### config.mk
export PLATFORM = sky130hd
export DESIGN_NAME = twostage_clkdiv
export DESIGN_NICKNAME = d
export VERILOG_FILES = /design/src/rtl/pdiv_pkg.sv /design/src/rtl/pdiv_ratio_encoder.sv /design/src/rtl/pdiv_prescaler.sv /design/src/rtl/pdiv_channel.sv /design/src/rtl/twostage_clkdiv.sv
export SDC_FILE = /design/constraint.sdc
export NUM_CORES = 1
export LEC_CHECK = 0
export BUFFER_PORTS_ARGS = -buffer_cell sky130_fd_sc_hd__buf_2
export CORE_UTILIZATION = 60
export CTS_BUF_LIST = sky130_fd_sc_hd__clkbuf_8 sky130_fd_sc_hd__clkbuf_16
export DETAILED_ROUTE_END_ITERATION = 7
export PLACE_DENSITY = 0.77
export SYNTH_ARGS = -nofsm -noshare
export SYNTH_HDL_FRONTEND = slang
export SYNTH_HIERARCHICAL = 1
export SYNTH_SLANG_ARGS = --single-unit
### constraint.sdc
create_clock -name clk -period 3.01 [get_ports clk]
set_input_delay 0.301 -clock clk [delete_from_list [all_inputs] [get_ports clk]]
set_output_delay 0.301 -clock clk [all_outputs]
set_load 0.01 [all_outputs]
### src/rtl/pdiv_pkg.sv
package pdiv_pkg;
  parameter int unsigned FIELD_W = 4;
  localparam int unsigned RATIO_W = FIELD_W + 2;
  localparam int unsigned BYTE_W  = 2 * FIELD_W;

  typedef enum logic [1:0] {
    DUTY_HALF = 2'd0,
    DUTY_MIN  = 2'd1,
    DUTY_MAX  = 2'd2
  } duty_mode_e;

  typedef struct packed {
    logic               bypass;
    logic [FIELD_W-1:0] lo_m1;
    logic [FIELD_W-1:0] hi_m1;
  } chan_cfg_t;
endpackage

### src/rtl/pdiv_ratio_encoder.sv
module pdiv_ratio_encoder
  import pdiv_pkg::*;
(
  input  logic [RATIO_W-1:0] ratio,
  input  logic [1:0]         mode,
  output logic               ok,
  output chan_cfg_t          cfg
);
  localparam logic [RATIO_W-1:0] SPAN = RATIO_W'(1) << FIELD_W;
  localparam logic [RATIO_W-1:0] KNEE = SPAN + RATIO_W'(2);
  localparam logic [RATIO_W-1:0] MAXR = SPAN << 1;

  logic [RATIO_W-1:0] hi, lo, hi_m1_w, lo_m1_w, edge_cnt;

  always_comb begin
    ok = (ratio != '0) && (ratio <= MAXR) && (mode != 2'd3);
    edge_cnt = (ratio < KNEE) ? RATIO_W'(1) : (ratio - SPAN);
    case (duty_mode_e'(mode))
      DUTY_HALF: begin
        hi = ratio >> 1;
        lo = ratio - hi;
      end
      DUTY_MIN: begin
        hi = edge_cnt;
        lo = ratio - hi;
      end
      default: begin
        lo = edge_cnt;
        hi = ratio - lo;
      end
    endcase
    hi_m1_w    = hi - RATIO_W'(1);
    lo_m1_w    = lo - RATIO_W'(1);
    cfg.bypass = (ratio == RATIO_W'(1));
    cfg.hi_m1  = hi_m1_w[FIELD_W-1:0];
    cfg.lo_m1  = lo_m1_w[FIELD_W-1:0];
  end
endmodule

### src/rtl/pdiv_prescaler.sv
module pdiv_prescaler #(
  parameter int unsigned SEL_W = 2
) (
  input  logic             clk,
  input  logic             rst_n,
  input  logic [SEL_W-1:0] sel_req,
  input  logic             restart,
  output logic             tick_end,
  output logic             lvl
);
  localparam int unsigned CNT_W = 1 << SEL_W;

  logic [CNT_W-1:0] cnt_q, cnt_d, last, half;
  logic [SEL_W-1:0] sel_q, sel_d;

  always_comb begin
    last     = CNT_W'((2 << sel_q) - 1);
    half     = CNT_W'(1 << sel_q);
    tick_end = (cnt_q == last);
    lvl      = (cnt_q < half);
  end

  always_comb begin
    if (restart || tick_end) begin
      cnt_d = '0;
      sel_d = sel_req;
    end else begin
      cnt_d = cnt_q + CNT_W'(1);
      sel_d = sel_q;
    end
  end

  always_ff @(posedge clk or negedge rst_n) begin
    if (!rst_n) begin
      cnt_q <= '0;
      sel_q <= '0;
    end else begin
      cnt_q <= cnt_d;
      sel_q <= sel_d;
    end
  end

  // the counter never passes the end of its period
  a_r1_cnt_bounded: assert property (@(posedge clk) disable iff (!rst_n)
    cnt_q <= last);
  // the select is held inside a prescaled period
  a_r1_sel_hold: assert property (@(posedge clk) disable iff (!rst_n)
    !(restart || tick_end) |=> $stable(sel_q));
  // align restarts the prescaler
  a_r10_presc_restart: assert property (@(posedge clk) disable iff (!rst_n)
    restart |=> (cnt_q == '0));
endmodule

### src/rtl/pdiv_channel.sv
module pdiv_channel
  import pdiv_pkg::*;
(
  input  logic      clk,
  input  logic      rst_n,
  input  logic      tick_end,
  input  logic      restart,
  input  logic      presc_lvl,
  input  chan_cfg_t stored,
  output logic      out
);
  chan_cfg_t          act_q, act_d;
  logic [RATIO_W-1:0] pos_q, pos_d, last_pos, hi_ext;
  logic               wrap, load, adv;

  always_comb begin
    hi_ext   = RATIO_W'(act_q.hi_m1);
    last_pos = hi_ext + RATIO_W'(act_q.lo_m1) + RATIO_W'(1);
    wrap     = tick_end && (act_q.bypass || (pos_q == last_pos));
    load     = restart || wrap;
    adv      = tick_end && !wrap;
    out      = act_q.bypass ? presc_lvl : (pos_q <= hi_ext);
  end

  always_comb begin
    act_d = act_q;
    pos_d = pos_q;
    if (load) begin
      act_d = stored;
      pos_d = '0;
    end else if (adv) begin
      pos_d = pos_q + RATIO_W'(1);
    end
  end

  always_ff @(posedge clk or negedge rst_n) begin
    if (!rst_n) begin
      act_q <= '0;
      pos_q <= '0;
    end else begin
      act_q <= act_d;
      pos_q <= pos_d;
    end
  end

  // working setting changes only at a period end or align
  a_r9_cfg_hold: assert property (@(posedge clk) disable iff (!rst_n)
    !(wrap || restart) |=> $stable(act_q));
  // position stays inside the programmed period
  a_r2_pos_in_period: assert property (@(posedge clk) disable iff (!rst_n)
    !act_q.bypass |-> (pos_q <= last_pos));
  // a bypassed channel never leaves position zero
  a_r3_bypass_pos: assert property (@(posedge clk) disable iff (!rst_n)
    act_q.bypass |-> (pos_q == '0));
  // align restarts the channel at a high phase
  a_r10_chan_restart: assert property (@(posedge clk) disable iff (!rst_n)
    restart |=> (pos_q == '0));
endmodule

### src/rtl/twostage_clkdiv.sv
module twostage_clkdiv
  import pdiv_pkg::*;
#(
  parameter  int unsigned NUM_CH = 10,
  parameter  int unsigned SEL_W  = 2,
  parameter  int unsigned ADDR_W = 5,
  localparam int unsigned CH_W   = $clog2(NUM_CH)
) (
  input  logic               clk,
  input  logic               rst_n,
  input  logic               wr_en,
  input  logic [ADDR_W-1:0]  wr_addr,
  input  logic [BYTE_W-1:0]  wr_data,
  input  logic [ADDR_W-1:0]  rd_addr,
  output logic [BYTE_W-1:0]  rd_data,
  input  logic               cfg_req,
  input  logic [CH_W-1:0]    cfg_chan,
  input  logic [RATIO_W-1:0] cfg_ratio,
  input  logic [1:0]         cfg_mode,
  output logic               cfg_err,
  input  logic               align,
  output logic [NUM_CH-1:0]  div_out
);
  localparam int unsigned BYP_BASE = 1 << (ADDR_W - 1);
  localparam int unsigned SEL_ADDR = (1 << ADDR_W) - 1;

  logic [NUM_CH-1:0][BYTE_W-1:0] cnt_q, cnt_d;
  logic [NUM_CH-1:0]             byp_q, byp_d, req_hot;
  logic [SEL_W-1:0]              sel_q, sel_d;
  logic                          err_d, enc_ok, req_ok, tick_end, presc_lvl;
  chan_cfg_t                     enc_cfg;

  pdiv_ratio_encoder u_enc (
    .ratio (cfg_ratio),
    .mode  (cfg_mode),
    .ok    (enc_ok),
    .cfg   (enc_cfg)
  );

  always_comb begin
    req_ok = cfg_req && enc_ok && (int'(cfg_chan) < NUM_CH);
    err_d  = cfg_req && !req_ok;
    cnt_d  = cnt_q;
    byp_d  = byp_q;
    sel_d  = sel_q;
    for (int i = 0; i < NUM_CH; i++) begin
      req_hot[i] = (int'(cfg_chan) == i);
      if (cfg_req) begin
        if (req_ok && req_hot[i]) begin
          if (enc_cfg.bypass) begin
            byp_d[i] = 1'b1;
          end else begin
            byp_d[i] = 1'b0;
            cnt_d[i] = {enc_cfg.lo_m1, enc_cfg.hi_m1};
          end
        end
      end else if (wr_en) begin
        if (int'(wr_addr) == i)            cnt_d[i] = wr_data;
        if (int'(wr_addr) == BYP_BASE + i) byp_d[i] = wr_data[BYTE_W-1];
      end
    end
    if (!cfg_req && wr_en && (int'(wr_addr) == SEL_ADDR)) sel_d = wr_data[SEL_W-1:0];
  end

  always_ff @(posedge clk or negedge rst_n) begin
    if (!rst_n) begin
      cnt_q   <= '0;
      byp_q   <= '0;
      sel_q   <= '0;
      cfg_err <= 1'b0;
    end else begin
      cnt_q   <= cnt_d;
      byp_q   <= byp_d;
      sel_q   <= sel_d;
      cfg_err <= err_d;
    end
  end

  always_comb begin
    rd_data = '0;
    for (int i = 0; i < NUM_CH; i++) begin
      if (int'(rd_addr) == i)            rd_data = cnt_q[i];
      if (int'(rd_addr) == BYP_BASE + i) rd_data = {byp_q[i], {(BYTE_W-1){1'b0}}};
    end
    if (int'(rd_addr) == SEL_ADDR) rd_data = BYTE_W'(sel_q);
  end

  pdiv_prescaler #(.SEL_W(SEL_W)) u_presc (
    .clk      (clk),
    .rst_n    (rst_n),
    .sel_req  (sel_q),
    .restart  (align),
    .tick_end (tick_end),
    .lvl      (presc_lvl)
  );

  for (genvar g = 0; g < NUM_CH; g++) begin : g_chan
    chan_cfg_t stored;
    always_comb begin
      stored.bypass = byp_q[g];
      stored.lo_m1  = cnt_q[g][BYTE_W-1:FIELD_W];
      stored.hi_m1  = cnt_q[g][FIELD_W-1:0];
    end
    pdiv_channel u_ch (
      .clk       (clk),
      .rst_n     (rst_n),
      .tick_end  (tick_end),
      .restart   (align),
      .presc_lvl (presc_lvl),
      .stored    (stored),
      .out       (div_out[g])
    );
  end

  // a refused request leaves the register bank untouched
  a_r8_reject_no_change: assert property (@(posedge clk) disable iff (!rst_n)
    (cfg_req && !req_ok) |=> ($stable(cnt_q) && $stable(byp_q) && $stable(sel_q)));
  // the error flag only follows a request
  a_r8_err_after_req: assert property (@(posedge clk) disable iff (!rst_n)
    cfg_err |-> $past(cfg_req));
  // a legal non-unity request leaves the bypass flag clear
  a_r7_bypass_cleared: assert property (@(posedge clk) disable iff (!rst_n)
    (req_ok && !enc_cfg.bypass) |=> ((byp_q & $past(req_hot)) == '0));
  // a helper request blocks a raw select write
  a_r12_req_wins: assert property (@(posedge clk) disable iff (!rst_n)
    (cfg_req && wr_en && (int'(wr_addr) == SEL_ADDR)) |=> $stable(sel_q));
endmodule

# ---- Yosys cells after proc, flatten, opt, wreduce, memory -nomap -nowiden
# Cells that the tools add are included.
dict set report classes {
  bitwise 0
  n_reduce_logical 126
  eq_ne 74
  div_mod_pow 0
  addsub 37
  muxes 137
  magnitude_cmp 14
  shift 2
  n_mul 0
}
# operator n
set ops {}
lappend ops {{8-bit two-way mux} 62}
lappend ops {{5-bit == test, second input constant} 26}
lappend ops {{6-bit by 1-bit adder with 6-bit output, second input constant} 20}
lappend ops {{6-bit two-way mux} 20}
lappend ops {{2-bit nonzero test} 31}
lappend ops {{6-bit == test} 10}
lappend ops {{6-bit by 4-bit less-or-equal comparator with 1-bit output} 10}
lappend ops {{1-bit two-way mux} 51}
lappend ops {{4-bit by 4-bit adder with 5-bit output} 10}
lappend ops {{5-bit by 4-bit == test with 1-bit output, second input constant} 8}
lappend ops {{4-bit AND reduction} 10}
lappend ops {{1-bit logical AND} 37}
lappend ops {{3-bit AND reduction} 10}
lappend ops {{4-bit == test, second input constant} 6}
lappend ops {{1-bit logical OR} 21}
lappend ops {{5-bit by 3-bit == test with 1-bit output, second input constant} 4}
lappend ops {{2-bit by 1-bit inequality test with 1-bit output, second input constant} 10}
lappend ops {{4-bit case mux with 2 select lines} 2}
lappend ops {{1-bit logical NOT} 12}
lappend ops {{4-bit by 1-bit subtractor with 4-bit output, second input constant} 3}
lappend ops {{5-bit by 2-bit == test with 1-bit output, second input constant} 2}
lappend ops {{5-bit logical NOT} 2}
lappend ops {{4-bit by 3-bit == test with 1-bit output, second input constant} 2}
lappend ops {{4-bit two-way mux} 2}
lappend ops {{17 further kinds} 19}
dict set report totals {
  output_inout_bits 19
  regBits 249
  rom_bits 0
  latchBits 0
  memories 0
  in_bits 35
  mem_bits_rw 0
}

# ---- Depth between registers and ports, before layout
dict set report depth {
  ltp_word 22
  depth_mapped 14
  depth_no_buf 14
}

# ---- By module
# Netlist, hierarchy kept.
# module cells_per_inst instances area_each_um2
set by_module_without_submodules {}
lappend by_module_without_submodules {{pdiv_channel at g_chan[3].u_ch ...} 146 6 1283.7}
lappend by_module_without_submodules {{pdiv_channel at g_chan[0].u_ch ...} 146 4 1285.0}
lappend by_module_without_submodules {twostage_clkdiv 394 1 4855.9}
lappend by_module_without_submodules {pdiv_ratio_encoder 90 1 630.6}
lappend by_module_without_submodules {pdiv_prescaler 36 1 372.9}

# ---- Worst setup path before layout
# Ideal clock, no wire load.
dict set report synth_timing {
  kind {in2reg}
  from {input cfg_ratio[2]}
  to {register, netlist name cnt_q[38]}
  arrival_time_ps 2759
  required_time_ps 2882
  stages 13
  path_buffers 0
  setup_time_ps 128
  setup_slack_ps 123
  path_cell_list {inv_1 > ha_1 > nand2b_4 > a21o_1 > nand2b_1 > ha_1 > mux2_2 > a21oi_1 > ha_1 > or3_1 > nand2_1 > mux2_2 > mux2_1}
}
# element line_no
set synth_lines {}
lappend synth_lines {{start, declared} twostage_clkdiv.sv:18} ;# input logic [RATIO_W-1:0] cfg_ratio,

# ---- Worst setup path after layout
dict set report layout_timing {
  from {register u_presc.cnt_q[3]}
  to {register g_chan[1].u_ch/act_q[5] (netlist name)}
}
dict set report layout_between {
  elab_chain_len 3
}
# element line_no
set layout_rtl {}
lappend layout_rtl {{start, declared} pdiv_prescaler.sv:13} ;# logic [CNT_W-1:0] cnt_q, cnt_d, last, half;
lappend layout_rtl {{start signal, assigned} pdiv_prescaler.sv:38} ;# cnt_q <= cnt_d;
lappend layout_rtl {{4-bit == test} pdiv_prescaler.sv:19} ;# tick_end = (cnt_q == last);
lappend layout_rtl {{named net tick_end} twostage_clkdiv.sv:30} ;# logic err_d, enc_ok, req_ok, tick_end, presc_lvl;
lappend layout_rtl {{1-bit logical AND} pdiv_channel.sv:19} ;# wrap = tick_end && (act_q.bypass || (pos_q == last_pos));
lappend layout_rtl {{1-bit logical OR} pdiv_channel.sv:20} ;# load = restart || wrap;
lappend layout_rtl {{end signal, assigned} pdiv_channel.sv:41} ;# act_q <= act_d;
lappend layout_rtl {{end, declared} pdiv_channel.sv:12} ;# chan_cfg_t act_q, act_d;
# The timed path passes the listed nets, and every way through them passes these cells.
# A chain may end at the register's enable or synchronous reset.

==> results.py <==
metrics = {
    "outcome": {
        "status": "finished, final reports clean",
    },
    "yosys": {
        "ys_warn_count": 6,
        "ys_types": 89,
        "syn_inst": 1980,
        "postSynthAreaPerCell_um2": 9.45,
        "async_flop_share": 1.00,
        "synthesis.area_um2": 18700,
        "ys_ff_latch": 249,
        "syn_nets": 2129,
        "synth_edf_count": 0,
        "synthFlopType": "dfrtp_1",
        "seq_area_frac_synth": 0.333,
    },
    "job": {
        "drv_cap": 0,
    },
    "timing": {
        "period_share": 0.951,
        "finalMaxSlewViolations": 0,
        "finalClockSkew_ns": 0.00944,
        "hold_viol": 0,
        "period_needed_ns": 2.86,
        "worst_pin_slew_ns": 1.08,
        "worst_slack_ns": 0.147,
        "max_freq_mhz": 349,
        "finalSetupViolations": 0,
        "relSlewSlack": 0.279,
        "rsz0062_at_grt": "no",
    },
    "cts": {
        "cts_root_buffer": "clkbuf_16",
        "cts_buffers": 29,
        "clk_pin_slew_ns": 0.06,
        "clk_latency_ns": 0.56,
        "cts_tree": "yes",
        "clockBufferDepth": 3,
        "h-tree-depth": 1,
        "cts_sinks": 249,
    },
    "critical_path": {
        "cp_data_required_time_ns": 3.44,
        "cp.arrival_ns": 3.29,
        "rr_worst_depth": 8,
        "crit_slowest_cell": "nor2_2",
        "crit_path_max_fanout": 17,
        "crit_buf_inv": 1,
        "crit_path_cell_trace": "and3_1 > o2111ai_1 > nand2_1 > buf_12 > nor2_2 > nor2_1 > a222oi_1 > nand3_1",
        "worstSetupPathType": "reg -> reg",
        "cp_top_family": "simple AND/OR/NAND/NOR gates",
        "reg2reg_slack_ns": 0.15,
        "cp-start-kind": "flop",
        "endpoint_kind": "flop",
        "max_stage_delay_ns": 0.60,
        "worst-path-stages": 8,
    },
    "power_and_ir_drop": {
        "leakagePower_nw": 8.98,
        "vdd.ir_drop.worst_mv": 0.702,
        "p_seq_frac": 0.308,
        "p_int_mw": 10.8,
        "p_switching_mw": 8.10,
        "sw_frac_of_total": 0.428,
        "clkPwrFrac": 0.200,
        "power_frac_comb": 0.491,
        "power.density_nw_per_um2": 921,
    },
    "cells_and_area": {
        "final_nets": 2184,
        "final_core_util": 0.671,
        "drive_gt1_frac": 0.206,
        "fill_cells": 2403,
        "syn2layout_area_growth_pct": 9.83,
    },
    "floorplanning": {
        "die_y_um": 179,
        "dieArea_um2": 31900,
        "row_count": 64,
        "fp.coreArea_um2": 30600,
        "die_w_um": 179,
        "boundaryPins": 54,
        "initial_core_util": 0.611,
    },
    "drt": {
        "via_per_inst": 6.63,
        "drtIter0Drc": 1625,
        "vias": 16300,
        "detail_route.drc_violations": 0,
        "detail-route-antenna-nets": 0,
        "dr.pass1.iters": 8,
        "routed_wl_um": 50000,
        "wl_per_cell_um": 20.4,
    },
    "place": {
        "place.gp.congestion": 0.926,
        "hpwl_um": 35300,
        "dp_slack_ns": -0.140,
        "port_buffers": 53,
    },
    "global_routing": {
        "grt_pass1_vias": 15600,
        "track_usage": 0.319,
        "grt_max_degree": 83,
        "grt_first_pass_wirelength_um": 81800,
        "antenna_found_initial": 5,
        "grt_overflow": 0,
    },
    "hold_path": {
        "hold-path-cell-count": 2,
        "hp-class": "in -> reg",
    },
}
-- cells by family after synthesis --
logic type | after synthesis | share of synthesized area
adders and majority gates | 114 | 0.0807
xor gates and xnor gates | 57 | 0.0267
muxes | 161 | 0.102
and+or+nand+nor | 745 | 0.220
AOI/OAI and AO/OA | 455 | 0.189
DFF | 249 | 0.333
buffers and inverters | 199 | 0.0486
-- layer usage --
| layer | global-route usage | wire length [um] |
|---|---|---|
| met1 | 0.437 | 21600 |
| met2 | 0.508 | 23300 |
| met3 | 0.0473 | 3340 |
| met4 | 0.118 | 1850 |
| met5 | 0 | 25 |
-- layout by cell type (no fill, tap or decap), types with 50 or more instances in the layout --
master and instances:
a21oi_1 57, a221oi_1 56, buf_2 52, buf_4 59, dfrtp_1 249, ha_1 103, inv_1 108, mux2_2 119
nand2_1 241, nand3_1 91, nor2_1 62, nor3_1 81, o211ai_1 76, o21ai_0 50
-- synth_stat cells (all sizes together), types with 6 or more instances --
cell,number,share of area
clkbuf,21,0.0042
inv,104,0.021
dfrtp,249,0.33
a221oi,56,0.026
a22o,10,0.0047
xnor2,24,0.011
o211ai,86,0.037
o311ai,10,0.0047
nand3b,14,0.0058
a22oi,14,0.0056
nand4b,12,0.014
a211oi,6,0.0024
nor3,91,0.030
buf,73,0.023
nand2b,15,0.0054
a41oi,7,0.0033
and2,31,0.010
o31ai,23,0.012
a21boi,11,0.0044
o32a,11,0.0059
mux2,149,0.095
a21o,7,0.0028
nor2b,14,0.0047
mux2i,11,0.0059
a21oi,59,0.016
fa,11,0.012
or3,38,0.013
nand2,270,0.058
a222oi,34,0.018
nor3b,12,0.0048
nor2,70,0.015
o2111ai,13,0.0061
or2,21,0.0070
and3,23,0.0077
nand3,92,0.025
nand4,12,0.0040
and3b,10,0.0047
o21ai,56,0.016
xor2,33,0.015
ha,103,0.069
o21a,21,0.0084
o22ai,9,0.0037
-- repair_timing --
action	CTS	global route
gates resized for setup	3	5
endpoints found under the setup margin	16	32
hold buffers	2	0
gates cloned	0	0
buffers inserted	0	0
endpoints found under the hold margin	78	0
-- sequential cells by signal, indices dropped and copies added, names as in the netlist --
| name | cells |
|---|---|
| u_presc/cnt_q | 4 |
| cnt_q | 80 |
| g_chan.u_ch/pos_q | 60 |
| u_presc/sel_q | 2 |
| sel_q | 2 |
| cfg_err | 1 |
| g_chan.u_ch/act_q | 90 |
| byp_q | 10 |
-- power by group through the flow --
stage / sequential, mW / combinational [mW] / clock (mW)
after CTS: 5.79 / 9.27 / 3.85
after global placement: 5.79 / 8.76 / 0
after detailed placement: 5.84 / 9.17 / 0
after global routing: 5.97 / 10.3 / 3.97
final: 5.84 / 9.30 / 3.79
after floorplan: 5.25 / 7.58 / 0
-- cell type report --
type / instances / area (um2) / area share
tap: 396 / 495 / 0.0241
clock buffer: 32 / 767 / 0.0373
multi-input combinational: 1532 / 11600 / 0.564
sequential: 249 / 6230 / 0.303
timing repair buffer: 118 / 810 / 0.0394
inverter: 105 / 394 / 0.0192
antenna: 3 / 7.51 / 0.000365
clock inverter: 20 / 251 / 0.0122
-- metrics by stage --
| stage | total power, mW | hold slack, ns | instance area [um2] | std cells | TNS (ns) |
|---|---|---|---|---|---|
| finish | 18.9 | 0.0213 | 20500 | 2455 | 0 |
| floorplan | 12.8 | 0.00541 | 18700 | 1980 | 0 |
| detailed placement | 15.0 | 0.357 | 19500 | 2398 | -0.793 |
| global route | 20.3 | 0.0190 | 20500 | 2453 | 0 |
| global placement | 14.6 | 0.350 | 19500 | 2398 | 0 |
| CTS | 18.9 | 0.00160 | 20500 | 2452 | 0 |
-- worst paths after layout --
path | start | endpoint
max | u_presc/cnt_q[3] | g_chan[1].u_ch/act_q[5]
min in group asynchronous | rst_n | g_chan[9].u_ch/pos_q[0]
max reg2reg | u_presc/cnt_q[3] | g_chan[1].u_ch/act_q[5]
min reg2reg | g_chan[5].u_ch/act_q[4] | g_chan[5].u_ch/act_q[4]
min | wr_data[0] | sel_q[0]
max in group asynchronous | rst_n | g_chan[4].u_ch/pos_q[5]
(Power assumes the default switching activity.)
